## src/rtl/ioss_pkg.sv

```systemverilog
package ioss_pkg;

  localparam int ADDR_W = 16;
  localparam int SW_W   = 8;

  // display switch bit positions
  localparam int IDX_TEXT    = 0;
  localparam int IDX_MIXED   = 1;
  localparam int IDX_PAGE2   = 2;
  localparam int IDX_HIRES   = 3;
  localparam int IDX_ANN3    = 4;
  localparam int IDX_STORE80 = 5;
  localparam int IDX_COL80   = 6;
  localparam int IDX_ALTCH   = 7;

  localparam int N_PAIR = 4;  // any-access pairs starting at C050
  localparam int N_WO   = 3;  // write-only pairs

  // offsets inside the I/O page, shifted right by one (pair index)
  localparam logic [6:0] PAIR_BASE = 7'h28;  // 0x50 >> 1
  localparam logic [6:0] ANN_PAIR  = 7'h2F;  // 0x5E >> 1
  localparam logic [6:0] TEST_PAIR = 7'h37;  // 0x6E >> 1

  localparam logic [7:0] OFF_KBD   = 8'h00;
  localparam logic [7:0] OFF_KCLR  = 8'h10;
  localparam logic [7:0] OFF_MASK  = 8'h2D;
  localparam logic [7:0] OFF_SPK   = 8'h30;
  localparam logic [7:0] OFF_ANNST = 8'h46;
  localparam logic [7:0] OFF_TSTRD = 8'h6D;
  localparam logic [4:0] STAT_GRP  = 5'h03;  // 0x18 >> 3

  typedef struct packed {
    logic [N_PAIR-1:0] pair_hit;
    logic              ann_hit;
    logic [N_WO-1:0]   wo_hit;
    logic              stat_rd;
    logic [2:0]        stat_sel;
    logic              ann_rd;
    logic              kbd_rd;
    logic              kclr_hit;
    logic              kdown_rd;
    logic              spk_hit;
    logic              test_hit;
    logic              test_rd;
    logic              mask_rd;
    logic              mask_wr;
    logic              win_hit;
    logic              hi_win;
  } dec_t;

  typedef struct packed {
    logic [SW_W-1:0] sw;
    logic            kstrobe;
    logic            test;
    logic            spkr;
    logic [7:0]      mask;
  } state_t;

endpackage

```

## src/rtl/ioss_decode.sv

```systemverilog
module ioss_decode
  import ioss_pkg::*;
(
  input  logic              req,
  input  logic              wr,
  input  logic [ADDR_W-1:0] addr,
  output dec_t              dec
);

  localparam logic [6:0] WO_PAIR [N_WO] = '{7'h00, 7'h06, 7'h07};

  logic       io_page;
  logic       rd_acc;
  logic [7:0] off;

  assign io_page = req && (addr[15:8] == 8'hC0);
  assign rd_acc  = io_page && !wr;
  assign off     = addr[7:0];

  genvar g;
  generate
    for (g = 0; g < N_PAIR; g++) begin : g_pair
      assign dec.pair_hit[g] = io_page && (off[7:1] == PAIR_BASE + 7'(g));
    end
    for (g = 0; g < N_WO; g++) begin : g_wo
      assign dec.wo_hit[g] = io_page && wr && (off[7:1] == WO_PAIR[g]);
    end
  endgenerate

  assign dec.ann_hit  = io_page && (off[7:1] == ANN_PAIR);
  assign dec.stat_rd  = rd_acc && (off[7:3] == STAT_GRP);
  assign dec.stat_sel = off[2:0];
  assign dec.ann_rd   = rd_acc && (off == OFF_ANNST);
  assign dec.kbd_rd   = rd_acc && (off == OFF_KBD);
  assign dec.kclr_hit = io_page && (off == OFF_KCLR);
  assign dec.kdown_rd = rd_acc && (off == OFF_KCLR);
  assign dec.spk_hit  = io_page && (off == OFF_SPK);
  assign dec.test_hit = io_page && (off[7:1] == TEST_PAIR);
  assign dec.test_rd  = rd_acc && (off == OFF_TSTRD);
  assign dec.mask_rd  = rd_acc && (off == OFF_MASK);
  assign dec.mask_wr  = io_page && wr && (off == OFF_MASK);

  // card window: C080-C0FF and C100-C7FF
  assign dec.hi_win  = req && (addr[15:11] == 5'b11000) && (addr[10:8] != 3'd0);
  assign dec.win_hit = (io_page && off[7]) || dec.hi_win;

endmodule

```

## src/rtl/ioss_switch_bank.sv

```systemverilog
module ioss_switch_bank
  import ioss_pkg::*;
(
  input  logic       clk,
  input  logic       rst_n,
  input  dec_t       dec,
  input  logic       addr_lsb,
  input  logic [7:0] wdata,
  input  logic       key_new,
  output state_t     st
);

  logic [SW_W-1:0] sw_q, sw_d;
  logic            kstb_q, kstb_d;
  logic            test_q, test_d;
  logic            spk_q, spk_d;
  logic [7:0]      mask_q, mask_d;

  logic sw_en, kstb_en, test_en, spk_en, mask_en;

  // next-state logic
  always_comb begin
    sw_d = sw_q;
    for (int i = 0; i < N_PAIR; i++) begin
      if (dec.pair_hit[i]) sw_d[IDX_TEXT + i] = addr_lsb;
    end
    if (dec.ann_hit) sw_d[IDX_ANN3] = ~addr_lsb;
    for (int i = 0; i < N_WO; i++) begin
      if (dec.wo_hit[i]) sw_d[IDX_STORE80 + i] = addr_lsb;
    end
    // new key wins over a clear in the same cycle
    kstb_d = key_new ? 1'b1 : 1'b0;
    test_d = addr_lsb;
    spk_d  = ~spk_q;
    mask_d = wdata;
  end

  assign sw_en   = (|dec.pair_hit) || dec.ann_hit || (|dec.wo_hit);
  assign kstb_en = key_new || dec.kclr_hit;
  assign test_en = dec.test_hit;
  assign spk_en  = dec.spk_hit;
  assign mask_en = dec.mask_wr;

  // registers
  always_ff @(posedge clk or negedge rst_n) begin
    if (!rst_n) begin
      sw_q   <= '0;
      kstb_q <= 1'b0;
      test_q <= 1'b0;
      spk_q  <= 1'b0;
      mask_q <= '0;
    end else begin
      if (sw_en)   sw_q   <= sw_d;
      if (kstb_en) kstb_q <= kstb_d;
      if (test_en) test_q <= test_d;
      if (spk_en)  spk_q  <= spk_d;
      if (mask_en) mask_q <= mask_d;
    end
  end

  assign st.sw      = sw_q;
  assign st.kstrobe = kstb_q;
  assign st.test    = test_q;
  assign st.spkr    = spk_q;
  assign st.mask    = mask_q;

endmodule

```

## src/rtl/ioss_slot_route.sv

```systemverilog
module ioss_slot_route #(
  parameter int         SLOT_CNT   = 8,
  parameter logic [7:0] SLOT_ALLOW = 8'hF6,
  localparam int        SLOT_W     = $clog2(SLOT_CNT)
) (
  input  logic              win_hit,
  input  logic              hi_win,
  input  logic [SLOT_W-1:0] slot_hi,
  input  logic [SLOT_W-1:0] slot_lo,
  input  logic [7:0]        mask,
  output logic [SLOT_W-1:0] slot,
  output logic              card_sel,
  output logic              irom_sel
);

  logic [SLOT_CNT-1:0] permitted;
  logic                slot_on;

  genvar s;
  generate
    for (s = 0; s < SLOT_CNT; s++) begin : g_perm
      assign permitted[s] = mask[s] & SLOT_ALLOW[s];
    end
  endgenerate

  always_comb begin
    slot = '0;
    if (win_hit) slot = hi_win ? slot_hi : slot_lo;
  end

  assign slot_on  = permitted[slot];
  assign card_sel = win_hit && slot_on;
  assign irom_sel = win_hit && !slot_on;

endmodule

```

## src/rtl/ioss_read_mux.sv

```systemverilog
module ioss_read_mux
  import ioss_pkg::*;
#(
  parameter int DATA_W = 8
) (
  input  dec_t              dec,
  input  state_t            st,
  input  logic              wr,
  input  logic              key_down,
  input  logic              card_sel,
  output logic [DATA_W-1:0] rd_data
);

  localparam logic [DATA_W-1:0] BIT7   = DATA_W'(8'h80);
  localparam logic [DATA_W-1:0] NOCARD = {DATA_W{1'b1}};

  logic [7:0] stat_vec;

  // status order as seen by C018..C01F
  assign stat_vec = {st.sw[IDX_COL80], st.sw[IDX_ALTCH], st.sw[IDX_HIRES],
                     st.sw[IDX_PAGE2], st.sw[IDX_MIXED], st.sw[IDX_TEXT],
                     1'b0, st.sw[IDX_STORE80]};

  always_comb begin
    rd_data = '0;
    if (card_sel && !wr)   rd_data = NOCARD;
    else if (dec.stat_rd)  rd_data = stat_vec[dec.stat_sel] ? BIT7 : '0;
    else if (dec.ann_rd)   rd_data = st.sw[IDX_ANN3] ? BIT7 : '0;
    else if (dec.kbd_rd)   rd_data = st.kstrobe ? BIT7 : '0;
    else if (dec.kdown_rd) rd_data = key_down ? BIT7 : '0;
    else if (dec.test_rd)  rd_data = st.test ? BIT7 : '0;
    else if (dec.mask_rd)  rd_data = DATA_W'(st.mask);
  end

endmodule

```

## src/rtl/io_softswitch_decoder.sv

```systemverilog
module io_softswitch_decoder
  import ioss_pkg::*;
#(
  parameter int         DATA_W     = 8,
  parameter int         SLOT_CNT   = 8,
  parameter logic [7:0] SLOT_ALLOW = 8'hF6,
  localparam int        SLOT_W     = $clog2(SLOT_CNT)
) (
  input  logic              clk,
  input  logic              rst_n,
  input  logic              bus_req,
  input  logic              bus_wr,
  input  logic [ADDR_W-1:0] bus_addr,
  input  logic [7:0]        bus_wdata,
  input  logic              key_down,
  input  logic              key_new,
  output logic [DATA_W-1:0] rd_data,
  output logic [SW_W-1:0]   disp_sw,
  output logic              test_mode,
  output logic              spkr_out,
  output logic [SLOT_W-1:0] slot_num,
  output logic              card_sel,
  output logic              irom_sel
);

  logic [1:0] rst_sync_q;
  logic       rst_core_n;
  dec_t       dec;
  state_t     st;

  // asynchronous assert, synchronous release
  always_ff @(posedge clk or negedge rst_n) begin
    if (!rst_n) rst_sync_q <= 2'b00;
    else        rst_sync_q <= {rst_sync_q[0], 1'b1};
  end
  assign rst_core_n = rst_sync_q[1];

  ioss_decode u_dec (
    .req  (bus_req),
    .wr   (bus_wr),
    .addr (bus_addr),
    .dec  (dec)
  );

  ioss_switch_bank u_bank (
    .clk      (clk),
    .rst_n    (rst_core_n),
    .dec      (dec),
    .addr_lsb (bus_addr[0]),
    .wdata    (bus_wdata),
    .key_new  (key_new),
    .st       (st)
  );

  ioss_slot_route #(
    .SLOT_CNT   (SLOT_CNT),
    .SLOT_ALLOW (SLOT_ALLOW)
  ) u_route (
    .win_hit  (dec.win_hit),
    .hi_win   (dec.hi_win),
    .slot_hi  (bus_addr[8 +: SLOT_W]),
    .slot_lo  (bus_addr[4 +: SLOT_W]),
    .mask     (st.mask),
    .slot     (slot_num),
    .card_sel (card_sel),
    .irom_sel (irom_sel)
  );

  ioss_read_mux #(.DATA_W(DATA_W)) u_rmux (
    .dec      (dec),
    .st       (st),
    .wr       (bus_wr),
    .key_down (key_down),
    .card_sel (card_sel),
    .rd_data  (rd_data)
  );

  assign disp_sw   = st.sw;
  assign test_mode = st.test;
  assign spkr_out  = st.spkr;

endmodule

```

## config.mk

```make
export PLATFORM = sky130hd
export DESIGN_NAME = io_softswitch_decoder
export DESIGN_NICKNAME = d
export VERILOG_FILES = /design/src/rtl/ioss_pkg.sv /design/src/rtl/ioss_decode.sv /design/src/rtl/ioss_switch_bank.sv /design/src/rtl/ioss_slot_route.sv /design/src/rtl/ioss_read_mux.sv /design/src/rtl/io_softswitch_decoder.sv
export SDC_FILE = /design/constraint.sdc
export NUM_CORES = 1
export LEC_CHECK = 0
export BUFFER_PORTS_ARGS = -buffer_cell sky130_fd_sc_hd__buf_2
export CORE_MARGIN = 2
export CORE_UTILIZATION = 53
export DETAILED_ROUTE_END_ITERATION = 8
export PLACE_DENSITY = 0.85
export SYNTH_ARGS = -nofsm -noshare
export SYNTH_HDL_FRONTEND = slang
export SYNTH_SLANG_ARGS = --single-unit
```

## constraint.sdc

```tcl
create_clock -name clk -period 3.38 [get_ports clk]
set_clock_uncertainty 0.05 [all_clocks]
set_input_delay 0.507 -clock clk [delete_from_list [all_inputs] [get_ports clk]]
set_output_delay 0.507 -clock clk [all_outputs]
set_load 0.01 [all_outputs]
```

# --- Word level (Yosys, flattened, before mapping) ---
# Cells that the tools add are included.
word_totals:
  register_bits: 21
  in_bits: 30
  out_inout_bits: 23
  word_cells: 98
op_classes:
  order_cmp: 2
  eq_ne: 16
  mux: 19
  bitwise_logic: 2
  reduce_logical: 46
ops:
  columns: ["op", "count"]
  rows:
  - ["8-bit two-way mux", 12]
  - ["7-bit by 6-bit equality test with 1-bit output (second input constant)", 6]
  - ["1-bit logical AND", 27]
  - ["8-bit by 6-bit equality test with 1-bit output (second input constant)", 2]
  - ["8-bit by 7-bit equality test with 1-bit output (second input constant)", 2]
  - ["2-bit AND reduction", 8]
  - ["7-bit by 3-bit equality test with 1-bit output (second input constant)", 2]
  - ["8-bit by 5-bit equality test with 1-bit output (second input constant)", 1]
  - ["8-bit equality test (second input constant)", 1]
  - ["8-bit zero test", 1]
  - ["3-bit by 4-bit less-than comparator with 1-bit output (second input constant)", 2]
  - ["7-bit zero test", 1]
  - ["1-bit binary-select mux with 3-bit select", 2]
  - ["3-bit two-way mux", 2]
  - ["5-bit by 2-bit equality test with 1-bit output (second input constant)", 1]
  - ["5-bit equality test (second input constant)", 1]
  - ["1-bit logical OR", 4]
  - ["4-bit OR reduction", 1]
  - ["1-bit two-way mux", 3]
  - ["3-bit nonzero test", 1]
  - ["3-bit OR reduction", 1]
  - ["1-bit zero test", 2]
  - ["1-bit NOT", 2]

# --- Depth between registers and ports, before layout ---
logic_depth:
  word_depth: 11
  mapped_depth: 6

# --- Hierarchy ---
# A second synthesis with hierarchy kept.
unflattened:
  hier_cells: 152
  hier_area_um2: 1521.5
by_module_without_submodules:
  columns: ["module", "instances", "cells_each", "area_per_inst_um2", "seq_area_each_um2"]
  rows:
  - ["ioss_switch_bank", 1, 44, 753.2, 475.5]
  - ["ioss_decode", 1, 56, 365.4, 0.0]
  - ["ioss_read_mux", 1, 32, 215.2, 0.0]
  - ["ioss_slot_route", 1, 17, 133.9, 0.0]
  - ["io_softswitch_decoder", 1, 3, 53.8, 50.0]

# --- Least setup slack after synthesis ---
# Ideal clock, no wire load.
synth_path:
  path_type: "input-to-output"
  startpoint: "in bus_addr[8]"
  endpoint: "out rd_data[7]"
  arrival_ns: 1.901
  required_ns: 2.823
  path_slack_ns: 0.922
  path_stages: 6
  path_cell_list: "buf_6 > and4bb_2 > nor2_2 > o41ai_4 > a211oi_2 > o31a_1"
synth_between:
  word_cells_on_any_way: 26
  classes_between: "eq/ne: 1; mux: 11; reduce/logical: 14"
synth_lines:
  columns: ["element", "line_no", "rtl"]
  rows:
  - ["start: declaration", "io_softswitch_decoder.sv:13", "input logic [ADDR_W-1:0] bus_addr,"]
  - ["8-bit equality test", "ioss_decode.sv:16", "assign io_page = req && (addr[15:8] == 8'hC0);"]
  - ["1-bit logical AND", "ioss_decode.sv:16", null]
  - ["1-bit logical AND", "ioss_decode.sv:45", "assign dec.win_hit = (io_page && off[7]) || dec.hi_win;"]
  - ["1-bit logical OR", "ioss_decode.sv:45", null]
  - ["3-bit two-way mux", "ioss_slot_route.sv:28", "if (win_hit) slot = hi_win ? slot_hi : slot_lo;"]
  - ["1-bit binary-select mux with 3-bit select", "ioss_slot_route.sv:31", "assign slot_on = permitted[slot];"]
  - ["1-bit two-way mux (not written as such)", "ioss_slot_route.sv:31", null]
  - ["1-bit logical AND (*)", "ioss_slot_route.sv:32", "assign card_sel = win_hit && slot_on;"]
  - ["net card_sel", "io_softswitch_decoder.sv:22", "output logic card_sel,"]
  - ["1-bit logical AND (*)", "ioss_read_mux.sv:26", "if (card_sel && !wr) rd_data = NOCARD;"]
  - ["8-bit two-way mux (*)", "ioss_read_mux.sv:26", null]
  - ["end: declaration", "io_softswitch_decoder.sv:17", "output logic [DATA_W-1:0] rd_data,"]
# The timed path passes the listed nets; every way through them passes the cells marked *. The select of a mux whose other input is x is not followed.

# --- Final worst setup path ---
layout_path:
  startpoint: "in bus_addr[11]"
  endpoint: "out rd_data[7]"
layout_between:
  elab_chain_cells: 11
  word_cells_on_any_way: 27
  classes_between: "eq/ne: 2; mux: 11; reduce/logical: 14"
layout_rtl:
  columns: ["element", "line_no", "rtl"]
  rows:
  - ["8-bit equality test", "ioss_decode.sv:16", null]
  - ["1-bit logical AND", "ioss_decode.sv:16", null]
  - ["1-bit logical AND", "ioss_decode.sv:17", "assign rd_acc = io_page && !wr;"]
  - ["1-bit logical AND", "ioss_decode.sv:40", "assign dec.mask_rd = rd_acc && (off == OFF_MASK);"]
  - ["8-bit two-way mux", "ioss_read_mux.sv:32", "else if (dec.mask_rd) rd_data = DATA_W'(st.mask);"]
  - ["8-bit two-way mux", "ioss_read_mux.sv:31", "else if (dec.test_rd) rd_data = st.test ? BIT7 : '0;"]
  - ["8-bit two-way mux", "ioss_read_mux.sv:30", "else if (dec.kdown_rd) rd_data = key_down ? BIT7 : '0;"]
  - ["8-bit two-way mux", "ioss_read_mux.sv:29", "else if (dec.kbd_rd) rd_data = st.kstrobe ? BIT7 : '0;"]
  - ["8-bit two-way mux", "ioss_read_mux.sv:28", "else if (dec.ann_rd) rd_data = st.sw[IDX_ANN3] ? BIT7 : '0;"]
  - ["8-bit two-way mux", "ioss_read_mux.sv:27", "else if (dec.stat_rd) rd_data = stat_vec[dec.stat_sel] ? BIT7 : '0;"]
  - ["8-bit two-way mux (*)", "ioss_read_mux.sv:26", null]
# Every way passes the cells marked *; elsewhere a longest branch is shown, timed or not. The select of a mux whose other input is x is not followed.

==> metrics.md <==
| Metric | Value |
|---|---|
| Layout Utilization | between 60% and 70% |
| Count leader, synth | dfrtp_1 |
| Vias in the first global route | 1222 |
| Gr ovfl total | 0 |
| Cell taking the most area after synthesis | dfrtp_1 |
| Mux cell area share after synthesis | 16.6% |
| Tmin final | between 2 and 3 ns |
| Avg Inst Size Synth | approximately 11 µm² |
| CP Max Fanout | 5 |
| Share of cells above drive strength 1 | ~48% |
| DR iter-0 viols | between 50 and 60 |
| Primary FF master, synth | dfrtp_1 |
| Buffers added on ports | 52 |
| Seq. cell area | 526 µm² |
| Syn Nets | about 170 |
| RSZ-0062 raised after global routing | no |
| Setup TNS | 0 ns |
| Area of the multi-input gates | about 880 µm² |
| M3 GR Usage | under 10% |
| Setup Crit Path Kind | input pin to primary output |
| Reg-to-Reg Start | u_bank.sw_q[1] |
| Dpl cell area | ~0.0017 mm² |
| Routed WL | between 3000 and 4000 µm |
| Clock root cell | clkbuf_4 |
| Antenna-violating nets left | 0 |
| Worst-margin pin slew | 0.749 ns |
| Clock transition at path regs | around 0.12 ns |
| Worst hold path type | flop to asynchronous set/reset pin |
| Seq/Total Area, Yosys | about a third |
| Yosys Warn Count | 0 |
| Post-Place Cells | between 200 and 250 |
| Ports | 53 |
| Postcts setup bufs | 0 |
| Vias per inst | ~6.0 |
| Ant. Diodes | 0 |
| Maximum VDD drop | between 0.2 and 0.25 mV |
| Area grow syn2layout | 15.6% |
| Complex-gate fraction of the synthesized area | about 15% |
| Sink Count | 21 |
| Largest family of logic cells by synthesized area | simple AND/OR/NAND/NOR gates |
| Register bit total from synthesis | 21 |
| Net count, final | about 220 |
| Synth Cell Area | around 0.0015 mm² |
| Crit-path cells | buf_2 > nor4b_4 > nand3_2 > nor4_4 > a211oi_2 > o31a_1 > buf_2 |
| GR peak layer | met2 |
| Max cap viols | 0 |
| Clock Latency Late Sink | roughly 0.31 ns |
| Via count | about 1300 |
| # DRC | 0 |
| End point of the critical path | rd_data[7] |
| Synth top area cells | dfrtp_1 34%, mux2_2 12%, buf_4 4.4%, a21o_1 3.4%, nor4b_4 3.1% |
| Library cells used by synthesis | 50 |
| # rows | 19 |
| Critical path's most frequent cell | buf_2 |
| Drt first pass iters | 4 |
| Buffers & Inverters on Critical Path | 2 |
| Fillers | roughly 220 |
| Detail Placement HPWL | about 2700 µm |
| Synthesized instance count | between 100 and 150 |
| Core area | about 0.0028 mm² |
| Post-synth EDFFs | 0 |
| RePlAce Congestion | approximately 0.85 |
| Final hold vios | 0 |
| Crit path required time | approximately 2.8 ns |
| Critical Path Sink Type | primary output |
| Worst reg2reg path endpoint | u_bank.sw_q[1] |
| CTS tree | yes |
| Die extent in y | a little under 60 µm |
| Max-slew headroom | between 50 and 60% |
| Synth top area share | between 30% and 40% |
| Final Cell Area | between 0.0015 and 0.002 mm² |
| Outcome | finished, final reports clean |
| # setup viols final | 0 |
| Slowest stage cell on the critical path | nor4_4 |
| WL/cell | about 16 µm |
| Cell Pwr Density | approximately 250 mW/mm² |
| Worst setup SP type | input pin |
| Crit path largest cell delay | around 0.4 ns |
| Met1 usage | 24.1% |
| Worst Path Arrival | between 2 and 2.5 ns |
| WP depth | 7 |
| Die Wd | between 50 and 60 µm |
| Largest net degree at the start of global routing | 20 |
| Initial Util | between 50% and 60% |
| Num CTS Buffers | 3 |
| Ys async rst share | between 90% and 100% |
| Final non-filler cell total | 215 |
| Max Freq | ~360 MHz |
| Slew Limit Fails | 0 |
| Synth Area in Adders | 0% |
| Cell family with most CP delay | simple AND/OR/NAND/NOR gates |
| Initial antenna violation count | 0 |
| Leakage | between 0.9 and 1 nW |
| GRT Resource Usage Total | 20.7% |
| Post-Synth Simple-Gate Area | between 20% and 30% |
| Flop2flop setup slack | around 2.5 ns |
| Total Power | ~0.44 mW |
| Xor and xnor area share after synthesis | less than 1% |
| R2r worst-path depth | 1 |
| GR Layer Usage met2 | around 37% |
| Tcrit/Tclk final | ~81% |
| Worst setup startpoint | bus_addr[11] |
| Die Area | 0.00333 mm² |
| Most common library cells after synthesis | 21 x dfrtp_1, 16 x mux2_2, 11 x nor2_1 |
| First-pass GRT wire length | about 5300 µm |
| H-tree depth | 1 |
| Clock Path Buffers | 2 |
## metal layers
| metal | share of wire (%) | up-vias | wire length [µm] |
|---|---|---|---|
| li1 | - | 614 | - |
| met1 | 40 | 630 | 1330 |
| met2 | 52 | 49 | 1730 |
| met4 | 1.4 | 0 | 48 |
| met5 | 0 | - | 0 |
| met3 | 7.0 | 6 | 232 |
## per-stage QoR
stage / worst slack, ns / hold WS (ns)
after floorplan: 0.922 / 0.161
after global placement: 0.678 / 0.243
after detailed placement: 0.654 / 0.243
after CTS: 0.649 / 0.293
after global routing: 0.527 / 0.321
final: 0.639 / 0.259
## placed cells by master (no fill, tap or decap), types with 2 or more instances in the layout
cell and instances:
nor2_1 11, mux2_2 16, nor2b_1 2, nand3_1 6
mux2i_1 4, o21a_1 2, nand4b_1 3, nand4_1 4
nor4_1 2, a41oi_1 2, nor4b_4 2, inv_1 6
clkbuf_4 3, a21o_1 7, nor3_1 5, nor3b_1 2
buf_2 52, dfrtp_1 21, and4bb_2 2, nand2_1 2
## repair_timing
item / 4_1_cts / 5_1_grt
resized for setup: 0 / 0
endpoints found under the hold margin: 2 / 0
hold buffers: 1 / 0
## where the power goes
part	leakage, nW	switching [mW]	internal (mW)
sequential	0.278	0.00438	0.252
clock	0.0177	0.0801	0.0443
combinational	0.634	0.0377	0.0254
total	0.930	0.122	0.322
## area by class of cell
cell class / count / share of cell area [%]
sequential: 21 / 29.7
clock buffer: 3 / 1.27
clock inverter: 1 / 0.283
inverter: 6 / 1.27
multi-input combinational: 100 / 49.9
tap: 31 / 2.20
timing repair buffer: 53 / 15.3
## cell families (layout without fill, tap and decap cells)
group	Yosys count	in the layout
compound gates	23	23
xor+xnor	1	1
buf+inv	20	63
flops	21	21
mux	22	22
other cells	1	1
simple gates	53	53
## registers in the layout, indices dropped and copies added, names as in the netlist
register and count:
u_bank.mask_q 8, u_bank.sw_q 8, u_bank.test_q 1, rst_sync_q 2, u_bank.spk_q 1, u_bank.kstb_q 1
## worst min-delay path by stage
stage                                   to  cells past startpoint
final                       u_bank.sw_q[5]                      0
after global routing         rst_sync_q[1]                      0
after CTS                 u_bank.mask_q[5]                      0
after detailed placement     rst_sync_q[0]                      1
after global placement       rst_sync_q[0]                      1
after floorplan              rst_sync_q[0]                      0
Note: power is estimated with default switching activity, not from simulation.
